**src/rtl/adram_pkg.sv**
```systemverilog
package adram_pkg;

  typedef enum logic [2:0] {
    ST_IDLE    = 3'd0,
    ST_ROW_SET = 3'd1,
    ST_RAS     = 3'd2,
    ST_COL_SET = 3'd3,
    ST_CAS     = 3'd4,
    ST_REF_SET = 3'd5,
    ST_REF_RAS = 3'd6,
    ST_PRE     = 3'd7
  } seq_state_t;

endpackage

```
**src/rtl/adram_refresh_timer.sv**
```systemverilog
module adram_refresh_timer #(
  parameter int REF_INTERVAL = 780,
  parameter int ROW_W        = 10
) (
  input  logic             clk,
  input  logic             rst_n,
  input  logic             ref_ack,
  output logic             ref_pend,
  output logic [ROW_W-1:0] ref_row
);

  localparam int CNT_W = $clog2(REF_INTERVAL + 1);

  logic [CNT_W-1:0] tick_cnt_q, tick_cnt_d;
  logic             pend_q, pend_d;
  logic [ROW_W-1:0] row_q, row_d;
  logic             tick;

  always_comb begin
    tick       = (tick_cnt_q == '0);
    tick_cnt_d = tick ? CNT_W'(REF_INTERVAL - 1) : tick_cnt_q - 1'b1;
    if (tick)         pend_d = 1'b1;
    else if (ref_ack) pend_d = 1'b0;
    else              pend_d = pend_q;
    row_d = ref_ack ? row_q + 1'b1 : row_q;
  end

  always_ff @(posedge clk or negedge rst_n) begin
    if (!rst_n) begin
      tick_cnt_q <= CNT_W'(REF_INTERVAL - 1);
      pend_q     <= 1'b0;
      row_q      <= '0;
    end else begin
      tick_cnt_q <= tick_cnt_d;
      pend_q     <= pend_d;
      if (ref_ack) row_q <= row_d;
    end
  end

  assign ref_pend = pend_q;
  assign ref_row  = row_q;

endmodule

```
**src/rtl/adram_addr_mux.sv**
```systemverilog
module adram_addr_mux #(
  parameter int ROW_W = 10,
  parameter int COL_W = 9
) (
  input  logic [ROW_W+COL_W-1:0]                     host_addr,
  input  logic [ROW_W-1:0]                           ref_row,
  input  logic                                       sel_col,
  input  logic                                       sel_ref,
  output logic [((ROW_W > COL_W) ? ROW_W : COL_W)-1:0] pin_addr
);

  localparam int ADDR_W = ROW_W + COL_W;

  always_comb begin
    pin_addr = '0;
    if (sel_ref)
      pin_addr[ROW_W-1:0] = ref_row;
    else if (sel_col)
      pin_addr[COL_W-1:0] = host_addr[COL_W-1:0];
    else
      pin_addr[ROW_W-1:0] = host_addr[ADDR_W-1:COL_W];
  end

endmodule

```
**src/rtl/adram_seq.sv**
```systemverilog
module adram_seq
  import adram_pkg::*;
#(
  parameter int T_RCD = 3,
  parameter int T_CAS = 2,
  parameter int T_RP  = 2,
  parameter int T_RFC = 4
) (
  input  logic clk,
  input  logic rst_n,
  input  logic req_valid,
  input  logic ref_pend,
  output logic accept,
  output logic ref_ack,
  output logic ras_n,
  output logic cas_n,
  output logic col_phase,
  output logic ref_phase,
  output logic cas_last
);

  localparam int MAX_A  = (T_RCD > T_CAS) ? T_RCD : T_CAS;
  localparam int MAX_B  = (T_RP > T_RFC) ? T_RP : T_RFC;
  localparam int MAX_T  = (MAX_A > MAX_B) ? MAX_A : MAX_B;
  localparam int WAIT_W = $clog2(MAX_T + 1);

  seq_state_t        state_q, state_d;
  logic [WAIT_W-1:0] wait_q, wait_d;
  logic              wait_zero;

  assign wait_zero = (wait_q == '0);

  always_comb begin
    state_d  = state_q;
    wait_d   = wait_zero ? wait_q : wait_q - 1'b1;
    accept   = 1'b0;
    ref_ack  = 1'b0;
    cas_last = 1'b0;
    unique case (state_q)
      ST_IDLE: begin
        if (ref_pend) begin
          ref_ack = 1'b1;
          state_d = ST_REF_SET;
        end else if (req_valid) begin
          accept  = 1'b1;
          state_d = ST_ROW_SET;
        end
      end
      ST_ROW_SET: begin
        state_d = ST_RAS;
        wait_d  = WAIT_W'(T_RCD - 2);
      end
      ST_RAS: begin
        if (wait_zero) state_d = ST_COL_SET;
      end
      ST_COL_SET: begin
        state_d = ST_CAS;
        wait_d  = WAIT_W'(T_CAS - 1);
      end
      ST_CAS: begin
        if (wait_zero) begin
          cas_last = 1'b1;
          state_d  = ST_PRE;
          wait_d   = WAIT_W'(T_RP - 1);
        end
      end
      ST_REF_SET: begin
        state_d = ST_REF_RAS;
        wait_d  = WAIT_W'(T_RFC - 1);
      end
      ST_REF_RAS: begin
        if (wait_zero) begin
          state_d = ST_PRE;
          wait_d  = WAIT_W'(T_RP - 1);
        end
      end
      ST_PRE: begin
        if (wait_zero) state_d = ST_IDLE;
      end
      default: state_d = ST_PRE;
    endcase
  end

  always_ff @(posedge clk or negedge rst_n) begin
    if (!rst_n) begin
      state_q <= ST_PRE;
      wait_q  <= WAIT_W'(T_RP - 1);
    end else begin
      state_q <= state_d;
      wait_q  <= wait_d;
    end
  end

  always_comb begin
    ras_n     = !(state_q inside {ST_RAS, ST_COL_SET, ST_CAS, ST_REF_RAS});
    cas_n     = (state_q != ST_CAS);
    col_phase = (state_q inside {ST_COL_SET, ST_CAS});
    ref_phase = (state_q inside {ST_REF_SET, ST_REF_RAS});
  end

endmodule

```
**src/rtl/adram_ctrl.sv**
```systemverilog
module adram_ctrl #(
  parameter int ROW_W        = 10,
  parameter int COL_W        = 9,
  parameter int DATA_W       = 16,
  parameter int T_RCD        = 3,
  parameter int T_CAS        = 2,
  parameter int T_RP         = 2,
  parameter int T_RFC        = 4,
  parameter int REF_INTERVAL = 780
) (
  input  logic                                         clk,
  input  logic                                         rst_n,
  input  logic                                         req_valid,
  input  logic                                         req_write,
  input  logic [ROW_W+COL_W-1:0]                       req_addr,
  input  logic [DATA_W-1:0]                            req_wdata,
  output logic                                         done,
  output logic [DATA_W-1:0]                            rd_data,
  output logic [((ROW_W > COL_W) ? ROW_W : COL_W)-1:0] dram_addr,
  output logic                                         dram_ras_n,
  output logic                                         dram_cas_n,
  output logic                                         dram_we_n,
  output logic [DATA_W-1:0]                            dram_dq_out,
  output logic                                         dram_dq_oe,
  input  logic [DATA_W-1:0]                            dram_dq_in
);

  localparam int ADDR_W = ROW_W + COL_W;

  logic              accept, ref_ack, ref_pend;
  logic              col_phase, ref_phase, cas_last;
  logic [ROW_W-1:0]  ref_row;
  logic [ADDR_W-1:0] addr_q;
  logic              wr_q;
  logic [DATA_W-1:0] wdata_q, rd_q;
  logic              done_q;

  adram_refresh_timer #(
    .REF_INTERVAL(REF_INTERVAL),
    .ROW_W       (ROW_W)
  ) u_refresh (
    .clk     (clk),
    .rst_n   (rst_n),
    .ref_ack (ref_ack),
    .ref_pend(ref_pend),
    .ref_row (ref_row)
  );

  adram_seq #(
    .T_RCD(T_RCD),
    .T_CAS(T_CAS),
    .T_RP (T_RP),
    .T_RFC(T_RFC)
  ) u_seq (
    .clk      (clk),
    .rst_n    (rst_n),
    .req_valid(req_valid),
    .ref_pend (ref_pend),
    .accept   (accept),
    .ref_ack  (ref_ack),
    .ras_n    (dram_ras_n),
    .cas_n    (dram_cas_n),
    .col_phase(col_phase),
    .ref_phase(ref_phase),
    .cas_last (cas_last)
  );

  adram_addr_mux #(
    .ROW_W(ROW_W),
    .COL_W(COL_W)
  ) u_mux (
    .host_addr(addr_q),
    .ref_row  (ref_row),
    .sel_col  (col_phase),
    .sel_ref  (ref_phase),
    .pin_addr (dram_addr)
  );

  always_ff @(posedge clk or negedge rst_n) begin
    if (!rst_n) begin
      addr_q  <= '0;
      wr_q    <= 1'b0;
      wdata_q <= '0;
      rd_q    <= '0;
      done_q  <= 1'b0;
    end else begin
      if (accept) begin
        addr_q  <= req_addr;
        wr_q    <= req_write;
        wdata_q <= req_wdata;
      end
      if (cas_last && !wr_q) rd_q <= dram_dq_in;
      done_q <= cas_last;
    end
  end

  assign dram_we_n   = !(wr_q && col_phase);
  assign dram_dq_oe  = wr_q && col_phase;
  assign dram_dq_out = wdata_q;
  assign done        = done_q;
  assign rd_data     = rd_q;

endmodule

```
**config.mk**
```make
export PLATFORM = sky130hd
export DESIGN_NAME = adram_ctrl
export DESIGN_NICKNAME = d
export VERILOG_FILES = /design/src/rtl/adram_pkg.sv /design/src/rtl/adram_refresh_timer.sv /design/src/rtl/adram_addr_mux.sv /design/src/rtl/adram_seq.sv /design/src/rtl/adram_ctrl.sv
export SDC_FILE = /design/constraint.sdc
export NUM_CORES = 1
export LEC_CHECK = 0
export BUFFER_PORTS_ARGS = -buffer_cell sky130_fd_sc_hd__buf_2
export CAP_MARGIN = 20
export CORE_MARGIN = 2
export CORE_UTILIZATION = 42
export CTS_BUF_LIST = sky130_fd_sc_hd__clkbuf_8
export CTS_CLUSTER_SIZE = 40
export DETAILED_ROUTE_END_ITERATION = 10
export PLACE_DENSITY = 0.69
export SLEW_MARGIN = 20
export SYNTH_ARGS = -nofsm -noshare
export SYNTH_HDL_FRONTEND = slang
export SYNTH_SLANG_ARGS = --single-unit
export TNS_END_PERCENT = 20
```
**constraint.sdc**
```tcl
create_clock -name clk -period 1.85 [get_ports clk]
set_input_delay 0.0925 -clock clk [delete_from_list [all_inputs] [get_ports clk]]
set_output_delay 0.0925 -clock clk [all_outputs]
set_load 0.02 [all_outputs]
```
## Yosys cells after proc, flatten, opt, wreduce, memory -nomap -nowiden

Cells that the tools add are included.

- Register bits after elaboration: 80
- Logic and storage cells: 62

- Equal/unequal tests: 12
- Reductions and logical operators: 15
- Muxes and demuxes: 22
- Add/sub/neg operators: 3

Operators by type and width:

| cell | number |
|---|---|
| 2-to-1 mux 3 bit | 7 |
| case mux 3 bit (7 select lines) | 1 |
| 2-to-1 mux 10 bit | 2 |
| == test 3 bit (second input constant) | 4 |
| adder 10 x 1 -> 10 bit (second input constant) | 1 |
| logical NOT 10 bit | 1 |
| 2-to-1 mux 1 bit | 10 |
| subtractor 10 x 1 -> 10 bit (second input constant) | 1 |
| 2-to-1 mux 9 bit | 1 |
| case mux 3 bit (3 select lines) | 1 |
| == test 3 x 2 -> 1 bit (second input constant) | 2 |
| logical NOT 3 bit | 2 |
| inequality test 2 x 1 -> 1 bit (second input constant) | 3 |
| inequality test 3 bit (second input constant) | 2 |
| nonzero test 2 bit | 3 |
| AND reduction 4 bit | 1 |
| nonzero test 4 bit | 1 |
| OR reduction 2 bit | 2 |
| == test 3 x 1 -> 1 bit (second input constant) | 1 |
| logical NOT 1 bit | 3 |
| subtractor 3 x 1 -> 3 bit (second input constant) | 1 |
| logical AND 1 bit | 2 |

## Longest topological paths before layout

- Depth after elaboration: 4
- Mapped depth: 8

## Modules after synthesis

From an unflattened synthesis, not the netlist that was laid out.

- Cell total of the unflattened synthesis: 281
- Area total of the unflattened synthesis: 3618.5 µm²

By module, submodules not included:

| module | area each (µm²) | instances | cells each | sequential area each (µm²) |
|---|---|---|---|---|
| adram_ctrl | 2016.9 | 1 | 114 | 1326.3 |
| adram_refresh_timer | 944.7 | 1 | 83 | 531.8 |
| adram_seq | 454.2 | 1 | 52 | 155.1 |
| adram_addr_mux | 202.7 | 1 | 32 | 0.0 |

## Worst setup path after synthesis

Ideal clock, no wire load.

- Kind: register to register
- Start point: reg u_seq.state_q[2]
- End point: reg rd_q[10] (netlist: rd_data[10])
- Arrival time: 1.985 ns
- Stages on the path, launching flop included: 7
- Path slack: -0.260 ns
- Data required time: 1.725 ns
- Path through: dfstp_2 buf_4 or3b_4 or3_1 buf_6 buf_12 mux2_4

- Cells in the longest elaborated chain, start to end: 3

RTL lines:

| element | RTL line | text |
|---|---|---|
| from (decl) | adram_seq.sv:27 | `seq_state_t state_q, state_d;` |
| from (signal assigned) | adram_seq.sv:89 | `state_q <= state_d;` |
| == test 3 bit | adram_seq.sv:39 | `unique case (state_q)` |
| 2-to-1 mux 1 bit | adram_seq.sv:39 |  |
| logical AND 1 bit | adram_ctrl.sv:92 | `if (cas_last && !wr_q) rd_q <= dram_dq_in;` |
| to (signal assigned) | adram_ctrl.sv:92 |  |
| to (decl) | adram_ctrl.sv:35 | `logic [DATA_W-1:0] wdata_q, rd_q;` |

No other way between the ends.
A chain may end at the register's enable or synchronous reset.

## Worst setup path in the final report

- Start point: reg u_seq.state_q[2]
- End point: out dram_addr[1] (netlist name)

- Cells in the longest elaborated chain, start to end: 4

RTL lines:

| element | RTL line | text |
|---|---|---|
| == test 3 x 2 -> 1 bit / == test 3 bit (equally long branches) | adram_seq.sv:97 | `col_phase = (state_q inside {ST_COL_SET, ST_CAS});` |
| nonzero test 2 bit | adram_seq.sv:97 |  |
| 2-to-1 mux 9 bit | adram_addr_mux.sv:18 | `else if (sel_col)` |
| 2-to-1 mux 10 bit (*) | adram_addr_mux.sv:16 | `if (sel_ref)` |
| to (decl) | adram_ctrl.sv:19 | `output logic [((ROW_W > COL_W) ? ROW_W : COL_W)-1:0] dram_addr,` |

Every way passes the cells marked *; elsewhere a longest branch is shown, timed or not.

==> impl_results.md <==
- Synth Area in XOR/XNOR: 3.26%
- Initial antenna violation count: 0
- Async S/R FF share, synth: between 90% and 100%
- Leak: 2.62 nW
- Final core occ: roughly 62%
- Tmin final: a little over 2 ns
- Startpoint types: flop
- I/O Buffers: 101
- CP Buf/Inv Count: 2
- Top post-synthesis cells by area: dfrtp_1, mux2_2, dfstp_2
- Post-synthesis cell type count: 47
- Slowest-stage cell, CP: dfstp_2
- Global-route wire length before repair: 14000 um
- Crit-path max cell delay: 0.53 ns
- DR vias: 2848
- DRT iter0 DRCs: slightly above 90
- Drt pass-1 iters: 4
- Syn_area_per_cell: roughly 13 sq um
- Core Box Area: 8720 sq um
- Post-layout nets: approximately 510
- Max Fclk: just under 500 MHz
- Grt total ovfl: 0
- Row count: 34
- Post-synth top area share: 47.3%
- Clock Sinks: 80
- Flop2flop setup slack: -0.01 ns
- Largest net degree at the start of global routing: slightly above 50
- Outcome: finished, violations left
- Vias/cell: about 5.0
- Fin cells: ~570
- Max-slew violation count: 0
- WS Path Type: reg -> out
- Synth Instances: 282
- Hold WC Path Type: in -> reg
- Largest family of logic cells by synthesized area: multiplexers
- MaxCap Viol Count: 0
- Mux share of post-synthesis cell area: between 20% and 30%
- Worst-Margin Slew: 0.420 ns
- WL final: 8400 um
- Final worst slack: -0.177 ns
- Synthesized cell area: 3760 sq um
- CTS Buf Count: 9
- Residual DRC: 0
- Post-Synth Simple-Gate Area: 7.95%
- Ports: 102
- Peak supply drop: a little over 0.7 mV
- Htree depth: 3
- Fill cell count: 654
- Synth Area in Adders: 1.66%
- RD Place Congestion: 0.842
- Worst Clk Skew: between 0.004 and 0.005 ns
- CP required: 1.76 ns
- DR WL/cell: 14.9 um
- Kind of cell adding the most delay to the critical path: flip-flops
- Layout cells sized above 1: 48.6%
- Die ar.: 9720 sq um
- Die height: 98.6 um
- Compound-Gate Fraction of Synth Area: just under 6%
- Violated checks: negative setup slack
- EDFF count, synth: 0
- Flops & latches, synth: 80
- Net Count, Synth: 342
- # setup viols final: 18
- Period utilisation layout: 110%
- Worst slew margin: 72.0%
- Clock Latency Late Sink: around 0.35 ns
- Ys flop type: dfrtp_1
- CP dominant cell by count: buf_6
- Die width: 98.6 um
- ANT cells: 0
- Unrepaired setup endpoints after global routing: yes
- Synth area leader: dfrtp_1
- Clock buffer depth: 2
- Pwr/cell area: roughly 1500 nW/um^2
- Number of synthesis warnings: 0
- Vias in the first global route: between 2000 and 3000
- Area Overhead vs Synth: 44.1%
- CP arrival: 1.93 ns
- Post-DP HPWL: 5370 um
- DP Worst Slack: -0.0226 ns
- Final hold vios: 0
- Cell count after placement: 494
- Max FO, Critical Path: 6
- Crit-path cells: or3b_4, buf_6, o21a_4, o221a_4, buf_6
- Overall Global Routing Usage: ~18%
- Reg clk slew, reported paths: 0.08 ns
- Starting Density: 43.1%
- CTS tree: done
- Worst setup EP type: primary output
- Root Driver: clkbuf_8
- Remaining antenna violation count: 0
- Sequential share of the synthesized area: 53.5%
[flip-flops by register name, summed over array words and instances, names as in the netlist]
name	cells
u_refresh.ref_row	10
u_seq.state_q	3
dram_dq_out	16
wr_q	1
rd_data	16
u_refresh.tick_cnt_q	10
u_seq.wait_q	3
addr_q	19
u_refresh.ref_pend	1
done	1
[path summary, 6_finish.rpt]
| check | from | to | cells after the start |
|---|---|---|---|
| worst max-delay path | u_seq.state_q[2] | dram_addr[1] | 5 |
| worst min register to register | u_refresh.tick_cnt_q[0] | u_refresh.tick_cnt_q[0] | 1 |
| worst min-delay path | req_valid | u_seq.state_q[0] | 4 |
| max in group asynchronous | rst_n | u_refresh.tick_cnt_q[8] | 3 |
| worst max register to register | u_seq.state_q[2] | rd_data[10] | 4 |
| min in group asynchronous | rst_n | rd_data[9] | 2 |
[logic make-up (layout without fill, tap and decap cells)]
kind of cell	count (synthesis)	in the layout
muxes	81	81
AOI/OAI and AO/OA	30	30
buffers and inverters	22	197
DFF	80	80
and+or+nand+nor	50	50
xor gates and xnor gates	14	14
adders and majority gates	5	5
[report_power, final]
| group | switching [mW] | internal (mW) | total [mW] |
|---|---|---|---|
| logic | 1.92 | 2.05 | 3.97 |
| clock network | 0.637 | 0.653 | 1.29 |
| registers | 0.428 | 2.44 | 2.87 |
[placed cells by master, fill, tap and decap left out, types with 5 or more instances in the layout]
cell type,n
buf_2,88
dfrtp_1,71
dlygate4sd3_1,53
mux2_2,47
mux2i_1,21
buf_4,19
mux2_4,12
inv_1,10
xnor2_1,10
clkbuf_8,10
dfstp_2,9
nand2_1,7
o21ai_0,7
buf_6,7
nor2_1,6
nand3b_1,5
nand3_1,5
buf_12,5
[cell type report]
| type | count | area [sq um] | area share (%) |
|---|---|---|---|
| flip-flops and latches | 80 | 2010 | 37.2 |
| multi-input cells | 180 | 1750 | 32.2 |
| repair buffers | 172 | 1290 | 23.9 |
| clock buffers | 10 | 138 | 2.54 |
| well taps | 108 | 135 | 2.49 |
| clock inverters | 6 | 61.3 | 1.13 |
| inverters | 9 | 33.8 | 0.623 |
[synthesized netlist by cell type (3+ instances only)]
library cell and number:
o21ai_0 8, mux2_2 49, dfstp_2 9, nand2_1 8
o31ai_1 3, nor2_1 6, inv_1 8, xor2_1 3
nand3b_1 5, xnor2_1 11, nand4_1 3, mux2_4 10
ha_1 5, a21oi_1 3, nand3_1 6, clkbuf_1 7
or3_1 4, mux2i_1 22, o221a_2 4, dfrtp_1 71
[worst reg2reg max path: stages (launching register included)]
cell     delay, ns
dfstp_2       0.53
or3b_4        0.38
or3_1         0.36
buf_12        0.18
mux2_4        0.30
[repair_timing]
item | CTS | global route
setup buffers | 0 | 2
gates cloned | 0 | 0
endpoints found under the setup margin | 28 | 63
gates resized for setup | 25 | 19
hold buffers | 53 | 0
hold endpoints to repair | 82 | 0
[metrics by stage]
stage	TNS [ns]	total power, mW	hold slack (ns)	cell area [sq um]
2_1_floorplan	-2.80	5.17	-0.203	3760
3_3_place_gp	0	6.19	0.0474	4490
3_5_place_dp	-0.191	6.32	0.0575	4490
4_1_cts	-1.25	8.05	0.200	5330
5_1_grt	-3.31	8.64	0.223	5420
6_report	-1.12	8.13	0.202	5420
[routing by layer]
metal	share of wire, %	vias to the layer above	GRT usage, %
li1	-	1360	-
met1	43	1389	22.7
met2	51	91	30.8
met3	5.1	8	5.11
met4	0.90	0	4.21
met5	0	-	0
Power figures use the tool's default switching activity.
